==> src/rtl/dram_pkg.sv <==
package dram_pkg;

    localparam int XW  = 7;          // X pointer width
    localparam int YW  = 4;          // bank pointer width
    localparam int DW  = 8;          // data byte width
    localparam int LCW = XW + 1;     // logical column width {page, X}

    typedef struct packed {
        logic          pg;
        logic [XW-1:0] x;
        logic [YW-1:0] y;
    } wptr_t;

    typedef struct packed {
        logic           we;
        logic           err;
        logic [LCW-1:0] col;
        logic [YW-1:0]  bank;
        logic [DW-1:0]  data;
        logic [DW-1:0]  mask;
    } wreq_t;

    function automatic logic [LCW-1:0] log_col(input wptr_t p);
        return {p.pg, p.x};
    endfunction

    function automatic logic ptr_legal(input wptr_t p, input int ncol, input int nbank);
        return (int'(log_col(p)) < ncol) && (int'(p.y) < nbank);
    endfunction

    function automatic wptr_t ptr_step(input wptr_t p, input int ncol, input int nbank);
        wptr_t n;
        n = p;
        if (int'(log_col(p)) == ncol - 1) begin
            n.pg = 1'b0;
            n.x  = '0;
            n.y  = (int'(p.y) == nbank - 1) ? '0 : p.y + YW'(1);
        end else begin
            {n.pg, n.x} = log_col(p) + LCW'(1);
        end
        return n;
    endfunction

    function automatic logic [DW-1:0] bank_mask(input logic [YW-1:0] y, input int nbank);
        return (int'(y) == nbank - 1) ? DW'(1) : '1;
    endfunction

    function automatic logic [DW-1:0] bank_data(input logic [DW-1:0] b,
                                                input logic [YW-1:0] y, input int nbank);
        return (int'(y) == nbank - 1) ? DW'(b[DW-1]) : b;
    endfunction

endpackage

==> src/rtl/dram_ptr_reg.sv <==
module dram_ptr_reg
    import dram_pkg::*;
#(
    parameter int NCOL  = 133,
    parameter int NBANK = 9
) (
    input  logic          clk,
    input  logic          rst,
    input  logic          ld_x,
    input  logic [XW-1:0] x_val,
    input  logic          ld_pg,
    input  logic          pg_val,
    input  logic          ld_y,
    input  logic [YW-1:0] y_val,
    input  logic          step,
    output wptr_t         ptr_q
);

    wptr_t ptr_d;

    always_comb begin
        ptr_d = step ? ptr_step(ptr_q, NCOL, NBANK) : ptr_q;
        if (ld_x)  ptr_d.x  = x_val;
        if (ld_pg) ptr_d.pg = pg_val;
        if (ld_y)  ptr_d.y  = y_val;
    end

    always_ff @(posedge clk) begin
        if (rst) ptr_q <= '0;
        else     ptr_q <= ptr_d;
    end

endmodule

==> src/rtl/dram_col_map.sv <==
module dram_col_map
    import dram_pkg::*;
#(
    parameter int NCOL       = 133,
    parameter bit HAS_MIRROR = 1'b1
) (
    input  logic [LCW-1:0] log_in,
    input  logic           mirror,
    output logic [LCW-1:0] phys
);

    localparam logic [LCW-1:0] LAST = LCW'(NCOL - 1);

    generate
        if (HAS_MIRROR) begin : g_mirror
            assign phys = mirror ? (LAST - log_in) : log_in;
        end else begin : g_direct
            logic unused_mirror;
            assign unused_mirror = mirror;
            assign phys = log_in;
        end
    endgenerate

endmodule

==> src/rtl/dram_wr_stage.sv <==
module dram_wr_stage
    import dram_pkg::*;
(
    input  logic  clk,
    input  logic  rst,
    input  wreq_t req_d,
    output wreq_t req_q
);

    always_ff @(posedge clk) begin
        if (rst) req_q <= '0;
        else     req_q <= req_d;
    end

endmodule

==> src/rtl/dram_wr_addr.sv <==
module dram_wr_addr
    import dram_pkg::*;
#(
    parameter int NCOL       = 133,
    parameter int NBANK      = 9,
    parameter bit HAS_MIRROR = 1'b1
) (
    input  logic           clk,
    input  logic           rst,
    input  logic           ld_x_en,
    input  logic [XW-1:0]  ld_x_val,
    input  logic           ld_pg_en,
    input  logic           ld_pg_val,
    input  logic           ld_y_en,
    input  logic [YW-1:0]  ld_y_val,
    input  logic           mirror_en,
    input  logic           wr_valid,
    input  logic [DW-1:0]  wr_byte,
    output logic           ram_we,
    output logic [LCW-1:0] ram_col,
    output logic [YW-1:0]  ram_bank,
    output logic [DW-1:0]  ram_wdata,
    output logic [DW-1:0]  ram_mask,
    output logic           range_err
);

    wptr_t          ptr_q;
    logic           legal;
    logic           step;
    logic [LCW-1:0] phys_col;
    wreq_t          req_d;
    wreq_t          req_q;

    assign legal = ptr_legal(ptr_q, NCOL, NBANK);
    assign step  = wr_valid && legal;

    dram_ptr_reg #(.NCOL(NCOL), .NBANK(NBANK)) u_ptr (
        .clk    (clk),
        .rst    (rst),
        .ld_x   (ld_x_en),
        .x_val  (ld_x_val),
        .ld_pg  (ld_pg_en),
        .pg_val (ld_pg_val),
        .ld_y   (ld_y_en),
        .y_val  (ld_y_val),
        .step   (step),
        .ptr_q  (ptr_q)
    );

    dram_col_map #(.NCOL(NCOL), .HAS_MIRROR(HAS_MIRROR)) u_map (
        .log_in (log_col(ptr_q)),
        .mirror (mirror_en),
        .phys   (phys_col)
    );

    always_comb begin
        req_d      = '0;
        req_d.we   = step;
        req_d.err  = wr_valid && !legal;
        req_d.col  = phys_col;
        req_d.bank = ptr_q.y;
        req_d.data = bank_data(wr_byte, ptr_q.y, NBANK);
        req_d.mask = bank_mask(ptr_q.y, NBANK);
    end

    dram_wr_stage u_stage (
        .clk   (clk),
        .rst   (rst),
        .req_d (req_d),
        .req_q (req_q)
    );

    assign ram_we    = req_q.we;
    assign range_err = req_q.err;
    assign ram_col   = req_q.col;
    assign ram_bank  = req_q.bank;
    assign ram_wdata = req_q.data;
    assign ram_mask  = req_q.mask;

endmodule

==> config.mk <==
export PLATFORM = sky130hd
export DESIGN_NAME = dram_wr_addr
export DESIGN_NICKNAME = d
export VERILOG_FILES = /design/src/rtl/dram_pkg.sv /design/src/rtl/dram_ptr_reg.sv /design/src/rtl/dram_col_map.sv /design/src/rtl/dram_wr_stage.sv /design/src/rtl/dram_wr_addr.sv
export SDC_FILE = /design/constraint.sdc
export NUM_CORES = 1
export LEC_CHECK = 0
export BUFFER_PORTS_ARGS = -buffer_cell sky130_fd_sc_hd__buf_2
export CORE_ASPECT_RATIO = 1.4
export CORE_MARGIN = 5
export CORE_UTILIZATION = 30
export DETAILED_ROUTE_END_ITERATION = 7
export PLACE_DENSITY = 0.58
export SLEW_MARGIN = 40
export SYNTH_ARGS = -nofsm -noshare
export SYNTH_HDL_FRONTEND = slang
export SYNTH_HIERARCHICAL = 1
export SYNTH_SLANG_ARGS = --single-unit
==> constraint.sdc <==
create_clock -name clk -period 4.14 [get_ports clk]
set_clock_uncertainty 0.05 [all_clocks]
set_input_delay 0.414 -clock clk [delete_from_list [all_inputs] [get_ports clk]]
set_output_delay 0.414 -clock clk [all_outputs]
set_load 0.01 [all_outputs]
# Word-level counts from Yosys, hierarchy flattened
# Cells that the tools add are included.
# totals
input_bits,27
ramBits,0
elab_cells,37
mem_bits_ro,0
register_bits,42
latchBits,0
n_memories,0
out_inout_bits,30
# op_classes
addsub,3
magnitude_cmp,2
eq_ne,2
div,0
n_bitwise,0
shifts,0
n_mul,0
reduce_logical,10
n_mux,10
# op_table
op,count
$mux 8,3
$mux 12,1
$mux 4,3
$add 8x1->8 const B,1
$eq 8x8->1 const B,1
$lt 8x8->1 const B,1
$reduce_bool 2->1,4
$sub 8x8->8 const A,1
$mux 7,1
$add 4x1->4 const B,1
$eq 4x4->1 const B,1
$lt 4x4->1 const B,1
$logic_and 1x1->1,3
$mux 1,2
$reduce_and 2->1,1
$reduce_or 2->1,1
$logic_not 1->1,1

# Longest topological paths before layout
# Gate-level depths: netlist of run 1.
# depth
word_depth,5
mapped_depth,8
ltp_nobuf,7

# By module
# Netlist of run 1, hierarchy kept.
# modules_own_cells
module,seq_area_each_um2,cells_each,n_inst,area_each_um2
dram_wr_stage,600.6,63,1,882.1
dram_ptr_reg,240.2,93,1,762.0
dram_col_map,0.0,21,1,157.7
dram_wr_addr,0.0,22,1,135.1

# Least setup slack after synthesis of run 1
# No wires, ideal clock.
# synth_path
path_type,flip-flop to flip-flop
from,"register, netlist name u_ptr/ptr_q[9]"
to,"register, netlist name u_ptr/ptr_q[9]"
t_required_ns,3.975
slack_ns,2.223
setup_ns,0.115
period_less_slack_ns,1.917
arrival_ns,1.753
n_path_buf,1
path_stages_with_launch,9
cell_sequence,dfxtp_1 nor4_1 nand2_1 a21oi_1 clkbuf_1 nand4_1 nor3_1 xor2_1 o21a_1

==> results_tabular.tex, run 1 <==
\begin{tabular}{lr}
\hline
Metric & Value \\
\hline
\multicolumn{2}{l}{\textbf{Run status}} \\
Outcome & finished clean \\
\multicolumn{2}{l}{\textbf{Logic synthesis}} \\
Share of Yosys cell area claimed by the top area cell type & 0.4341 \\
Portion of the post-synthesis area used by sequential elements & 0.4341 \\
Warning count from the yosys run & 6 \\
Main area contributors after synthesis & dfxtp\_1 (43\%), nor2b\_2 (11\%), nor2b\_1 (4.2\%) \\
Leading area contributor after synthesis & dfxtp\_1 \\
Fraction of registers with async set/reset & 0 \\
Mapped Avg Cell Area & 9.733 um2 \\
Most used flip-flop cell after synthesis & dfxtp\_1 \\
Number of standard cells after synthesis & 199 \\
Number of flops mapped to enable cells by yosys & 0 \\
Distinct cell type count after synthesis & 46 \\
Flip-flop and latch count after synthesis & 42 \\
Area of the mapped netlist & 1937 um2 \\
Post-synthesis net count & 231 \\
\multicolumn{2}{l}{\textbf{Worst setup path}} \\
Worst Path Buf+Inv & 0 \\
Critical path peak fanout & 13 \\
Setup CP Type & flop to flop \\
Sequence of cells on the critical path & nor4\_1 -> nand2\_1 -> a21oi\_2 -> nand4b\_1 -> nor2\_4 -> a31oi\_1 -> a221oi\_2 \\
Stages on the worst setup path & 7 \\
Worst r2r path cells & 7 \\
Crit path largest cell delay & 450 ps \\
CP Capture Type & flop \\
Required time of the critical path & 4300 ps \\
Launch point of the worst reg-to-reg path & u\_ptr/ptr\_q[9]\$\_SDFFE\_PP0P\_ \\
Slowest CP cell & a21oi\_2 \\
Startpoint type of the worst setup path & flop \\
Worst path arrival time & 2490 ps \\
Launch point of the worst path & u\_ptr/ptr\_q[9]\$\_SDFFE\_PP0P\_ \\
Category of cells accounting for the largest share of critical-path delay & simple AND/OR/NAND/NOR gates \\
\multicolumn{2}{l}{\textbf{Floorplanning}} \\
Effective utilization at floorplan & 0.3097 \\
Die outline height & 105.1 um \\
Count of standard-cell rows & 34 \\
Die width & 77.91 um \\
Core region area & 6254 um2 \\
I/O pin cnt & 57 \\
Die Footprint & 8186 um2 \\
\multicolumn{2}{l}{\textbf{GRT}} \\
Vias in the first global route & 1545 \\
Maximum number of pins on one net before global-route repair & 45 \\
Overflow left after global routing & 0 \\
Global routing usage summed across all routing layers & 0.1016 \\
First-pass GRT wire length & 6893 um \\
Number of antenna violations at the first check in global routing & 0 \\
\multicolumn{2}{l}{\textbf{Clocking}} \\
CTS buffer count & 5 \\
Number of buffers added to fix hold violations after cts & 0 \\
CTS sink count & 42 \\
Maximum clock path buffer count & 2 \\
Number of H-tree levels & 2 \\
Clock slew seen by the registers of the worst setup and hold paths & 80 ps \\
Buffers inserted during post-CTS setup optimization & 0 \\
Clk Latency, worst-skew pair & 290 ps \\
Clock tree from TritonCTS & built \\
Root Buffer Master & clkbuf\_8 \\
PostCTS Resize Cnt & 0 \\
\multicolumn{2}{l}{\textbf{Min path}} \\
Type of the tightest min-delay check & input pin to flop \\
Number of cells on the worst hold path & 3 \\
Critical hold path startpoint & ld\_x\_val[1] \\
\multicolumn{2}{l}{\textbf{Timing}} \\
Top achievable clock speed & 429.6 MHz \\
Final clock period utilization by the worst path & 0.5623 \\
Fin Setup TNS & 0 ps \\
Slew HR & 0.6285 \\
Final setup violating endpoints & 0 \\
Final hold violations & 0 \\
Slew Viols, Final & 0 \\
RSZ-0062 raised after global routing & false \\
Hold WS & 309.9 ps \\
Slew at the pin closest to its max-slew limit & 557.2 ps \\
Final worst path period need & 2328 ps \\
\multicolumn{2}{l}{\textbf{Cells and area}} \\
Register Area & 840.8 um2 \\
Area growth from synthesis to final layout & 21.83\% \\
Layout cell share with drive strength beyond 1 & 0.3765 \\
Fill cell instance count of the final layout & 630 \\
Antenna diode instance count & 0 \\
Post-route non-filler standard cell count & 327 \\
Area of combinational cells with multiple inputs & 991.0 um2 \\
Net count, final & 286 \\
\multicolumn{2}{l}{\textbf{Route}} \\
Routed length per placed instance & 12.30 um \\
Vias/cell & 4.630 \\
Initial DRC Count & 48 \\
Routed WL & 4021 um \\
DR DRC count & 0 \\
Number of search-and-repair iterations in the first detailed-routing pass & 4 \\
Number of vias after detailed routing & 1514 \\
Post-detailed-route count of antenna-violating nets & 0 \\
\multicolumn{2}{l}{\textbf{Place}} \\
DP Wirelength & 2910 um \\
Buffers added on ports & 56 \\
Final GP Congestion & 0.7492 \\
Placed instance count & 319 \\
\multicolumn{2}{l}{\textbf{Power}} \\
Maximum resistive drop on vdd & 0.1347 mV \\
Power Dens Cells & 382.8 nW/um2 \\
Total leakage power & 0.001032 uW \\
\multicolumn{2}{l}{\textbf{Flow run}} \\
Reported max-cap violation count & 0 \\
\hline
\end{tabular}
[Yosys cell counts (all sizes together) (3+ instances only)]
library cell / count
inv: 12
ha: 5
nor2: 9
xor2: 5
a21oi: 6
xnor2: 7
nor2b: 37
o21ai: 8
nand2: 14
nand4: 3
buf: 5
nor3: 4
dfxtp: 42
clkbuf: 3
or3: 3
o22ai: 4
[cell families after synthesis]
kind of cell	share of synthesized area
adders and majority gates	0.03230
AOI/OAI and AO/OA	0.1234
DFF	0.4341
other	0.001936
muxes	0.01098
and+or+nand+nor	0.2868
xor gates and xnor gates	0.05426
buffers and inverters	0.05620
[layer usage]
| layer | vias up | GRT usage | routed length (um) |
|---|---|---|---|
| li1 | 778 | - | - |
| met1 | 684 | 0.1061 | 1563 |
| met2 | 46 | 0.1786 | 1998 |
| met3 | 6 | 0.03614 | 374 |
| met4 | 0 | 0.04710 | 85 |
| met5 | - | 0 | 0 |
[cell type report]
type,instances,area share
inverters,12,0.01909
repair buffers,56,0.1198
clock buffers,6,0.03075
clock inverters,2,0.01591
flip-flops and latches,42,0.3563
multi-input cells,137,0.4199
well taps,72,0.03818
[worst register-to-register path: cells and delay by family, from the launching register on]
kind            cells  cell delay (ps)
compound gates      3              810
simple gates        4              990
flops               1              410
[worst paths after layout]
kind,to,slack (ps)
min,u_ptr/ptr_q[5]$_SDFFE_PP0P_,310
max,u_ptr/ptr_q[2]$_SDFFE_PP0P_,1810
min reg2reg,u_stage/req_q[18]$_SDFF_PP0_,520
max reg2reg,u_ptr/ptr_q[2]$_SDFFE_PP0P_,1810
[sequential cells by signal, summed over array words and instances (netlist names)]
| signal | flops |
|---|---|
| u_stage/req_q | 30 |
| u_ptr/ptr_q | 12 |
[placed cells by master, fill, tap and decap left out, types with 3 or more instances in the layout]
cell,n
xnor2_1,7
dfxtp_1,42
nand4_1,3
ha_1,5
or3_1,3
nor2_1,8
nor2b_2,24
clkbuf_8,5
o21ai_0,8
nor2b_1,13
buf_2,55
inv_1,11
o22ai_1,4
a21oi_1,5
xor2_1,5
nand2_1,14
[where the power goes]
group	internal (uW)	switching [uW]
combinational	66.9	65.3
clock	180	139
sequential	430	21.8
[metrics by stage]
stage / power, uW / util / area, um2 / setup slack [ps]
2_1_floorplan: 549.0 / - / 1937 / 2223
3_3_place_gp: 594.1 / 0.3587 / 2243 / 1595
3_5_place_dp: 594.8 / 0.3591 / 2246 / 1545
4_1_cts: 917.6 / 0.3768 / 2356 / 1505
5_1_grt: 955.4 / 0.3774 / 2360 / 1566
6_report: 903.2 / 0.3774 / 2360 / 1812
Note: power is estimated with default switching activity, not from simulation.
==> run 2: changes to the inputs <==
Settings changed: ABC_AREA set to 1, PLACE_DENSITY 0.58 to 0.59.
Clock period 4.14 ns to 1.9 ns, I/O delays scaled along.
==> run 2 against run 1 <==
Fmax is 41% higher. Global-route usage is 0.15 points higher. Synthesized area is 8.9% higher. Non-clock buffer count is 4 higher. Wire length is 9.5% higher. Critical path type unchanged. Largest cell class unchanged. Largest power group unchanged.
==> results_tabular.tex, run 2 <==
\begin{tabular}{lr}
\hline
Metric & Value \\
\hline
\multicolumn{2}{l}{\textbf{Cells and area}} \\
Fill cell instance count of the final layout & 783 (+24\%) \\
Register ranked first by flip-flop count & u\_stage/req\_q \\
Area growth from synthesis to final layout & 22.00\% \\
Post-route non-filler standard cell count & 453 (+39\%) \\
Flip-flop count of the largest register after layout & 30 (unchanged) \\
Most common library cell in the layout ignoring fill and taps & inv\_1 \\
Antenna diode instance count & 0 (unchanged) \\
Layout cell share with drive strength beyond 1 & 0.2654 (-0.1111) \\
Net count, final & 389 (+36\%) \\
Leading cell types in the layout, fill and taps excluded & inv\_1 (68), buf\_2 (56), nand2\_1 (53), nor2\_1 (42), dfxtp\_1 (42) \\
Registers with the most flip-flops & u\_stage/req\_q: 30 flops, u\_ptr/ptr\_q: 12 flops \\
\multicolumn{2}{l}{\textbf{Clocking}} \\
Maximum clock path buffer count & 2 (unchanged) \\
Root Buffer Master & clkbuf\_8 \\
Clock tree from TritonCTS & built \\
CTS sink count & 42 (unchanged) \\
Clock slew seen by the registers of the worst setup and hold paths & 80 ps (about the same) \\
CTS buffer count & 5 (unchanged) \\
Buffers inserted during post-CTS setup optimization & 0 (unchanged) \\
Number of buffers added to fix hold violations after cts & 0 (unchanged) \\
Clk Latency, worst-skew pair & 290 ps (about the same) \\
Number of H-tree levels & 2 (unchanged) \\
\multicolumn{2}{l}{\textbf{Floorplanning}} \\
Core region area & 6892 um2 (+10\%) \\
I/O pin cnt & 57 (unchanged) \\
Die Footprint & 8833 um2 (+7.9\%) \\
Die outline height & 109.2 um (+3.9\%) \\
Die width & 80.87 um (+3.8\%) \\
Count of standard-cell rows & 36 (+5.9\%) \\
Effective utilization at floorplan & 0.3061 (-0.003624) \\
\multicolumn{2}{l}{\textbf{Logic synthesis}} \\
Number of standard cells after synthesis & 298 (+50\%) \\
Post-synthesis net count & 330 (+43\%) \\
Leading area contributor after synthesis & dfxtp\_1 \\
Portion of the post-synthesis area used by sequential elements & 0.3986 (-0.03553) \\
Most used flip-flop cell after synthesis & dfxtp\_1 \\
Number of flops mapped to enable cells by yosys & 0 (unchanged) \\
Multiplexer area fraction after synthesis & 0 (-0.01098) \\
Most frequent cell after synthesis & inv\_1 \\
Adder-cell area share of the yosys netlist & 0.02966 (-0.002644) \\
Main combinational cell family by area after synthesis & simple AND/OR/NAND/NOR gates \\
Compound-gate portion of the synthesized area & 0.08007 (-0.04331) \\
Main area contributors after synthesis & dfxtp\_1 (40\%), inv\_1 (12\%), nand2\_1 (9.4\%) \\
Area of the mapped netlist & 2110 um2 (+8.9\%) \\
Most numerous cell types in the synthesized netlist & inv\_1 (68), nand2\_1 (53), dfxtp\_1 (42), nor2\_1 (42), nand3\_1 (17) \\
Fraction of registers with async set/reset & 0 (unchanged) \\
Xor and xnor area share after synthesis & 0.02076 (-0.03350) \\
Share of Yosys cell area claimed by the top area cell type & 0.3986 (-0.03553) \\
Flip-flop and latch count after synthesis & 42 (unchanged) \\
Post-synthesis share of cell area spent on and, or, nand and nor gates & 0.3001 (+0.01330) \\
Mapped Avg Cell Area & 7.079 um2 (-27\%) \\
Distinct cell type count after synthesis & 30 (-35\%) \\
Warning count from the yosys run & 6 (unchanged) \\
\multicolumn{2}{l}{\textbf{Worst setup path}} \\
Setup CP Type & flop to flop \\
FF-to-FF End & u\_ptr/ptr\_q[5]\$\_SDFFE\_PP0P\_ \\
Worst R2R Setup Slack & 240 ps (-1570 ps) \\
Worst r2r path cells & 12 (+5) \\
Critical path peak fanout & 8 (-5) \\
Startpoint type of the worst setup path & flop \\
Sequence of cells on the critical path & inv\_1 -> nand2\_1 -> nor2\_1 -> nand2\_1 -> nand2\_1 -> nand2\_1 -> nor2\_4 -> nor2\_4 -> inv\_1 -> o211ai\_1 -> nand2\_1 -> inv\_1 \\
Required time of the critical path & 2090 ps (-2210 ps) \\
CP Capture Type & flop \\
Crit path largest cell delay & 490 ps (+40 ps) \\
Most common cell on crit path & nand2\_1 \\
Launch point of the worst reg-to-reg path & u\_ptr/ptr\_q[7]\$\_SDFFE\_PP0P\_ \\
Slowest CP cell & dfxtp\_1 \\
Worst path arrival time & 1850 ps (-640 ps) \\
\multicolumn{2}{l}{\textbf{Route}} \\
Routed length per placed instance & 9.720 um (-21\%) \\
DR DRC count & 0 (unchanged) \\
Initial DRC Count & 63 (+31\%) \\
Number of search-and-repair iterations in the first detailed-routing pass & 4 (unchanged) \\
Number of vias after detailed routing & 1836 (+21\%) \\
Vias/cell & 4.053 (-12\%) \\
Routed WL & 4403 um (+9.5\%) \\
Post-detailed-route count of antenna-violating nets & 0 (unchanged) \\
\multicolumn{2}{l}{\textbf{Timing}} \\
Final setup violating endpoints & 0 (unchanged) \\
Top achievable clock speed & 603.8 MHz (+41\%) \\
Final worst path period need & 1656 ps (-671.6 ps) \\
RSZ-0062 raised after global routing & false \\
Worst Slack Setup Final & 243.7 ps (-1568 ps) \\
Final hold violations & 0 (unchanged) \\
Fin Setup TNS & 0 ps (unchanged) \\
Slew Viols, Final & 0 (unchanged) \\
Final clock period utilization by the worst path & 0.8717 (+0.3094) \\
\multicolumn{2}{l}{\textbf{Place}} \\
Post-Place Setup Slack & 257.4 ps (-1287 ps) \\
Placed instance count & 445 (+39\%) \\
Buffers added on ports & 56 (unchanged) \\
Final GP Congestion & 0.8499 (+13\%) \\
DP Wirelength & 3406 um (+17\%) \\
\multicolumn{2}{l}{\textbf{GRT}} \\
Maximum number of pins on one net before global-route repair & 23 (-49\%) \\
Global routing usage summed across all routing layers & 0.1031 (+0.001540) \\
Number of antenna violations at the first check in global routing & 0 (unchanged) \\
Overflow left after global routing & 0 (unchanged) \\
Vias in the first global route & 1704 (+10\%) \\
First-pass GRT wire length & 7162 um (+3.9\%) \\
\multicolumn{2}{l}{\textbf{Min path}} \\
Type of the tightest min-delay check & input pin to flop \\
Number of cells on the worst hold path & 3 (unchanged) \\
Critical hold path startpoint & ld\_pg\_en \\
End point of the most critical hold path & u\_ptr/ptr\_q[11]\$\_SDFFE\_PP0P\_ \\
\multicolumn{2}{l}{\textbf{Run status}} \\
Outcome & finished clean \\
\multicolumn{2}{l}{\textbf{Power}} \\
Maximum resistive drop on vdd & 0.2818 mV (+110\%) \\
Power Dens Cells & 738.7 nW/um2 (+93\%) \\
Total leakage power & 0.001405 uW (+36\%) \\
\multicolumn{2}{l}{\textbf{Flow run}} \\
Reported max-cap violation count & 0 (unchanged) \\
\hline
\end{tabular}
[run 2: cell types whose count changed in the layout (fill, tap and decap cells not counted), moves of 4 or more]
cell / previous run / this run
inv_1: 11 / 68
nand2_1: 14 / 53
nor2_1: 8 / 42
nor2b_2: 24 / 0
nand3_1: 2 / 17
nor2b_1: 13 / 0
nor2_2: 0 / 9
a21oi_1: 5 / 13
xnor2_1: 7 / 0
a22oi_1: 1 / 6
nor2_4: 1 / 5
o21ai_0: 8 / 4
o22ai_1: 4 / 0
[run 2: cells by family after synthesis]
group,after synthesis
flip-flops,42
buffers and inverters,81
other,1
XOR/XNOR,5
AND/OR/NAND/NOR,136
AO/OA/AOI/OAI,28
adder cells (fa/ha/maj),5
[run 2: critical path, delay by kind of cell (launching register included)]
family	cells	cell delay, ps
flip-flops	1	490
AO/OA/AOI/OAI	1	200
AND/OR/NAND/NOR	8	640
buffers and inverters	3	220
[run 2: worst max path at each step]
| stage | from | endpoint | slack, ps | cells after the start |
|---|---|---|---|---|
| 2_1_floorplan | u_ptr/ptr_q[8]$_SDFFE_PP0P_ | u_ptr/ptr_q[11]$_SDFFE_PP0P_ | 370 | 15 |
| 3_3_place_gp | u_ptr/ptr_q[9]$_SDFFE_PP0P_ | u_ptr/ptr_q[11]$_SDFFE_PP0P_ | 290 | 14 |
| 3_5_place_dp | u_ptr/ptr_q[9]$_SDFFE_PP0P_ | u_ptr/ptr_q[11]$_SDFFE_PP0P_ | 260 | 14 |
| 4_1_cts | u_ptr/ptr_q[9]$_SDFFE_PP0P_ | u_ptr/ptr_q[11]$_SDFFE_PP0P_ | 250 | 14 |
| 5_1_grt | u_ptr/ptr_q[9]$_SDFFE_PP0P_ | u_ptr/ptr_q[11]$_SDFFE_PP0P_ | 50 | 13 |
| 6_report | u_ptr/ptr_q[7]$_SDFFE_PP0P_ | u_ptr/ptr_q[5]$_SDFFE_PP0P_ | 240 | 12 |
[run 2: per-stage QoR]
stage / power [uW] / cell area [um2] / hold WS [ps] / utilization
finish: 1901 / 2574 / 99.72 / 0.3735
global route: 2025 / 2574 / 119.8 / 0.3735
CTS: 1935 / 2569 / 92.75 / 0.3727
detailed placement: 1338 / 2476 / 409.0 / 0.3593
global placement: 1333 / 2476 / 409.7 / 0.3593
floorplan: 1228 / 2110 / 286.8 / -
[run 2: per-layer routing]
| metal | vias up | global-route usage | routed length, um |
|---|---|---|---|
| li1 | 994 | - | - |
| met1 | 784 | 0.1184 | 1888 |
| met2 | 51 | 0.1745 | 2119 |
| met3 | 7 | 0.02645 | 279 |
| met4 | 0 | 0.05193 | 115 |
| met5 | - | 0 | 0 |
[run 2: cell type report]
class / count / area (um2) / area share
Clock buffer: 5 / 68.82 / 0.02674
Inverter: 73 / 281.5 / 0.1094
Sequential cell: 42 / 840.8 / 0.3267
Clock inverter: 3 / 23.77 / 0.009237
Timing Repair Buffer: 60 / 322.8 / 0.1254
Multi-Input combinational cell: 175 / 917.1 / 0.3563
Tap cell: 95 / 118.9 / 0.04618
[run 2: repair_timing]
action | in CTS | in global routing
gates resized for setup | 0 | 1
setup endpoints to repair | 0 | 1
endpoints found under the hold margin | 0 | 0
[run 2: report_power, final]
group	internal [uW]	switching [uW]	total (uW)
logic	141	196	337
clock network	263	325	588
registers	936	40.7	976
==> run 3: changes to the inputs <==
Settings changed: ABC_AREA 1 to not set, PLACE_DENSITY 0.59 to 0.6.
==> run 3 against run 2 <==
First-iteration DRC count increased by 4.8%. Clock power decreased by 9.7%. Die area shrank 7.3%. Critical path depth down 7. Sequential share of layout area increased by 0.42 points. Total power fell by 1.7%. Wire length shrank 2.2%. Sequential cell count did not move. Largest cell class unchanged.
==> results_tabular.tex, run 3 (synthesized netlist as in run 1, its figures left out) <==
\begin{tabular}{lr}
\hline
Metric & Value \\
\hline
\multicolumn{2}{l}{\textbf{Clocking}} \\
Clock slew seen by the registers of the worst setup and hold paths & 80 ps (about the same) \\
CTS buffer count & 5 (unchanged) \\
Clock tree from TritonCTS & built \\
CTS sink count & 42 (unchanged) \\
Root Buffer Master & clkbuf\_8 \\
Number of H-tree levels & 2 (unchanged) \\
Maximum clock path buffer count & 2 (unchanged) \\
Clk Latency, worst-skew pair & 290 ps (about the same) \\
\multicolumn{2}{l}{\textbf{Floorplanning}} \\
Die width & 77.91 um (-3.7\%) \\
I/O pin cnt & 57 (unchanged) \\
Die outline height & 105.1 um (-3.8\%) \\
Die Footprint & 8186 um2 (-7.3\%) \\
Count of standard-cell rows & 34 (-5.6\%) \\
Core region area & 6254 um2 (-9.3\%) \\
Effective utilization at floorplan & 0.3097 (+0.003624) \\
\multicolumn{2}{l}{\textbf{Power}} \\
Comb pwr share & 0.203 (+0.026) \\
Total net switching power & 490.5 uW (-13\%) \\
Seq pwr share & 0.513 (about the same) \\
Power, Total & 1868 uW (-1.7\%) \\
Share of total power consumed by net switching & 0.2625 (-0.03310) \\
Internal Power & 1378 uW (+2.9\%) \\
Clock power share & 0.284 (-0.025) \\
Total leakage power & 0.001155 uW (-18\%) \\
Maximum resistive drop on vdd & 0.3020 mV (+7.2\%) \\
Power Dens Cells & 735.2 nW/um2 (-0.48\%) \\
\multicolumn{2}{l}{\textbf{GRT}} \\
Global routing usage summed across all routing layers & 0.1064 (+0.003281) \\
Number of antenna violations at the first check in global routing & 0 (unchanged) \\
First-pass GRT wire length & 7176 um (+0.20\%) \\
Vias in the first global route & 1518 (-11\%) \\
Maximum number of pins on one net before global-route repair & 24 (+4.3\%) \\
Overflow left after global routing & 0 (unchanged) \\
\multicolumn{2}{l}{\textbf{Timing}} \\
Final setup violating endpoints & 0 (unchanged) \\
Final hold violations & 0 (unchanged) \\
Top achievable clock speed & 547.9 MHz (-9.3\%) \\
Slew at the pin closest to its max-slew limit & 505.3 ps \\
Final clock period utilization by the worst path & 0.9606 (+0.08886) \\
Slew Viols, Final & 0 (unchanged) \\
Slew HR & 0.6631 \\
RSZ-0062 raised after global routing & true \\
Final worst path period need & 1825 ps (+168.8 ps) \\
\multicolumn{2}{l}{\textbf{Cells and area}} \\
Post-route non-filler standard cell count & 352 (-22\%) \\
Area of combinational cells with multiple inputs & 1011 um2 (+10\%) \\
Fill cell instance count of the final layout & 629 (-20\%) \\
Net count, final & 312 (-20\%) \\
Registers with the most flip-flops & u\_stage/req\_q: 30 flops, u\_ptr/ptr\_q: 12 flops \\
Final design instance area without fill & 2541 um2 (-1.3\%) \\
Leading cell types in the layout, fill and taps excluded & buf\_2 (56), dfxtp\_1 (42), buf\_4 (26), nor2b\_2 (24), nand2\_1 (14) \\
Register Area & 840.8 um2 (unchanged) \\
Antenna diode instance count & 0 (unchanged) \\
Area growth from synthesis to final layout & 31.20\% \\
Most common library cell in the layout ignoring fill and taps & buf\_2 \\
Register ranked first by flip-flop count & u\_stage/req\_q \\
Layout cell share with drive strength beyond 1 & 0.4393 (+0.1739) \\
Flip-flop count of the largest register after layout & 30 (unchanged) \\
\multicolumn{2}{l}{\textbf{Worst setup path}} \\
Startpoint type of the worst setup path & flop \\
Setup CP Type & flop to flop \\
Required time of the critical path & 2030 ps (-60 ps) \\
CP Capture Type & flop \\
Worst path arrival time & 1960 ps (+110 ps) \\
Critical path peak fanout & 10 (+2) \\
\multicolumn{2}{l}{\textbf{Place}} \\
Final GP Congestion & 0.8751 (+3.0\%) \\
Buffers added on ports & 56 (unchanged) \\
Placed instance count & 343 (-23\%) \\
DP Wirelength & 3304 um (-3.0\%) \\
Cell Area, Placed & 2424 um2 (-2.1\%) \\
\multicolumn{2}{l}{\textbf{Route}} \\
Post-detailed-route count of antenna-violating nets & 0 (unchanged) \\
Routed length per placed instance & 12.23 um (+26\%) \\
Number of search-and-repair iterations in the first detailed-routing pass & 4 (unchanged) \\
Vias/cell & 4.545 (+12\%) \\
DR DRC count & 0 (unchanged) \\
Routed WL & 4306 um (-2.2\%) \\
Number of vias after detailed routing & 1600 (-13\%) \\
Initial DRC Count & 66 (+4.8\%) \\
\multicolumn{2}{l}{\textbf{Flow run}} \\
Reported max-cap violation count & 0 (unchanged) \\
\multicolumn{2}{l}{\textbf{Min path}} \\
Type of the tightest min-delay check & input pin to flop \\
\multicolumn{2}{l}{\textbf{Run status}} \\
Outcome & finished clean \\
\hline
\end{tabular}
run 3: final cells by class:
cell class	count	area share
multi-input cells	137	0.3978
flip-flops and latches	42	0.3309
repair buffers	82	0.1871
well taps	72	0.03545
clock buffers	5	0.02708
inverters	12	0.01773
clock inverters	2	0.003939
run 3: metrics by stage:
stage                     utilization  hold WS [ps]  TNS, ps  worst slack [ps]
after detailed placement       0.3876         404.2   -1.981            -1.981
final                          0.4064         96.91        0             74.88
after global placement         0.3876         397.2        0             33.91
after CTS                      0.4008         93.14        0             24.11
after global routing           0.4064         110.5   -58.04            -33.19
after floorplan                     -         233.6        0             64.19
run 3: final timing paths:
kind / start / to / slack [ps] / cells past startpoint
max: u_ptr/ptr_q[8]$_SDFFE_PP0P_ / u_ptr/ptr_q[4]$_SDFFE_PP0P_ / 70 / 5
min reg2reg: u_ptr/ptr_q[2]$_SDFFE_PP0P_ / u_stage/req_q[18]$_SDFF_PP0_ / 570 / 2
max reg2reg: u_ptr/ptr_q[8]$_SDFFE_PP0P_ / u_ptr/ptr_q[4]$_SDFFE_PP0P_ / 70 / 5
min: ld_x_val[1] / u_ptr/ptr_q[5]$_SDFFE_PP0P_ / 100 / 3
run 3: power groups by stage:
stage               sequential, uW  combinational [uW]  clock, uW
floorplan                     1020                 178          0
global route                   965                 419        599
CTS                            957                 373        556
global placement               977                 369          0
finish                         957                 380        531
detailed placement             978                 370          0
run 3: repair_timing:
item	in CTS	in global routing
pin swaps	0	7
buffers inserted	0	2
gates resized for setup	1	4
endpoints found under the setup margin	7	9
hold buffers	0	0
run 3: worst max-delay path, stage by stage (launching register included):
cell and delay (ps):
dfxtp_1 330, buf_4 180, or4b_4 590, nor3_4 230, nor3b_1 70, o31a_1 270
run 3: routing by layer:
metal,vias up,GRT usage,share of wire
li1,828,-,-
met2,52,0.1780,0.49
met1,716,0.1264,0.43
met3,4,0.03270,0.070
met5,-,0,0
met4,0,0.03986,0.012
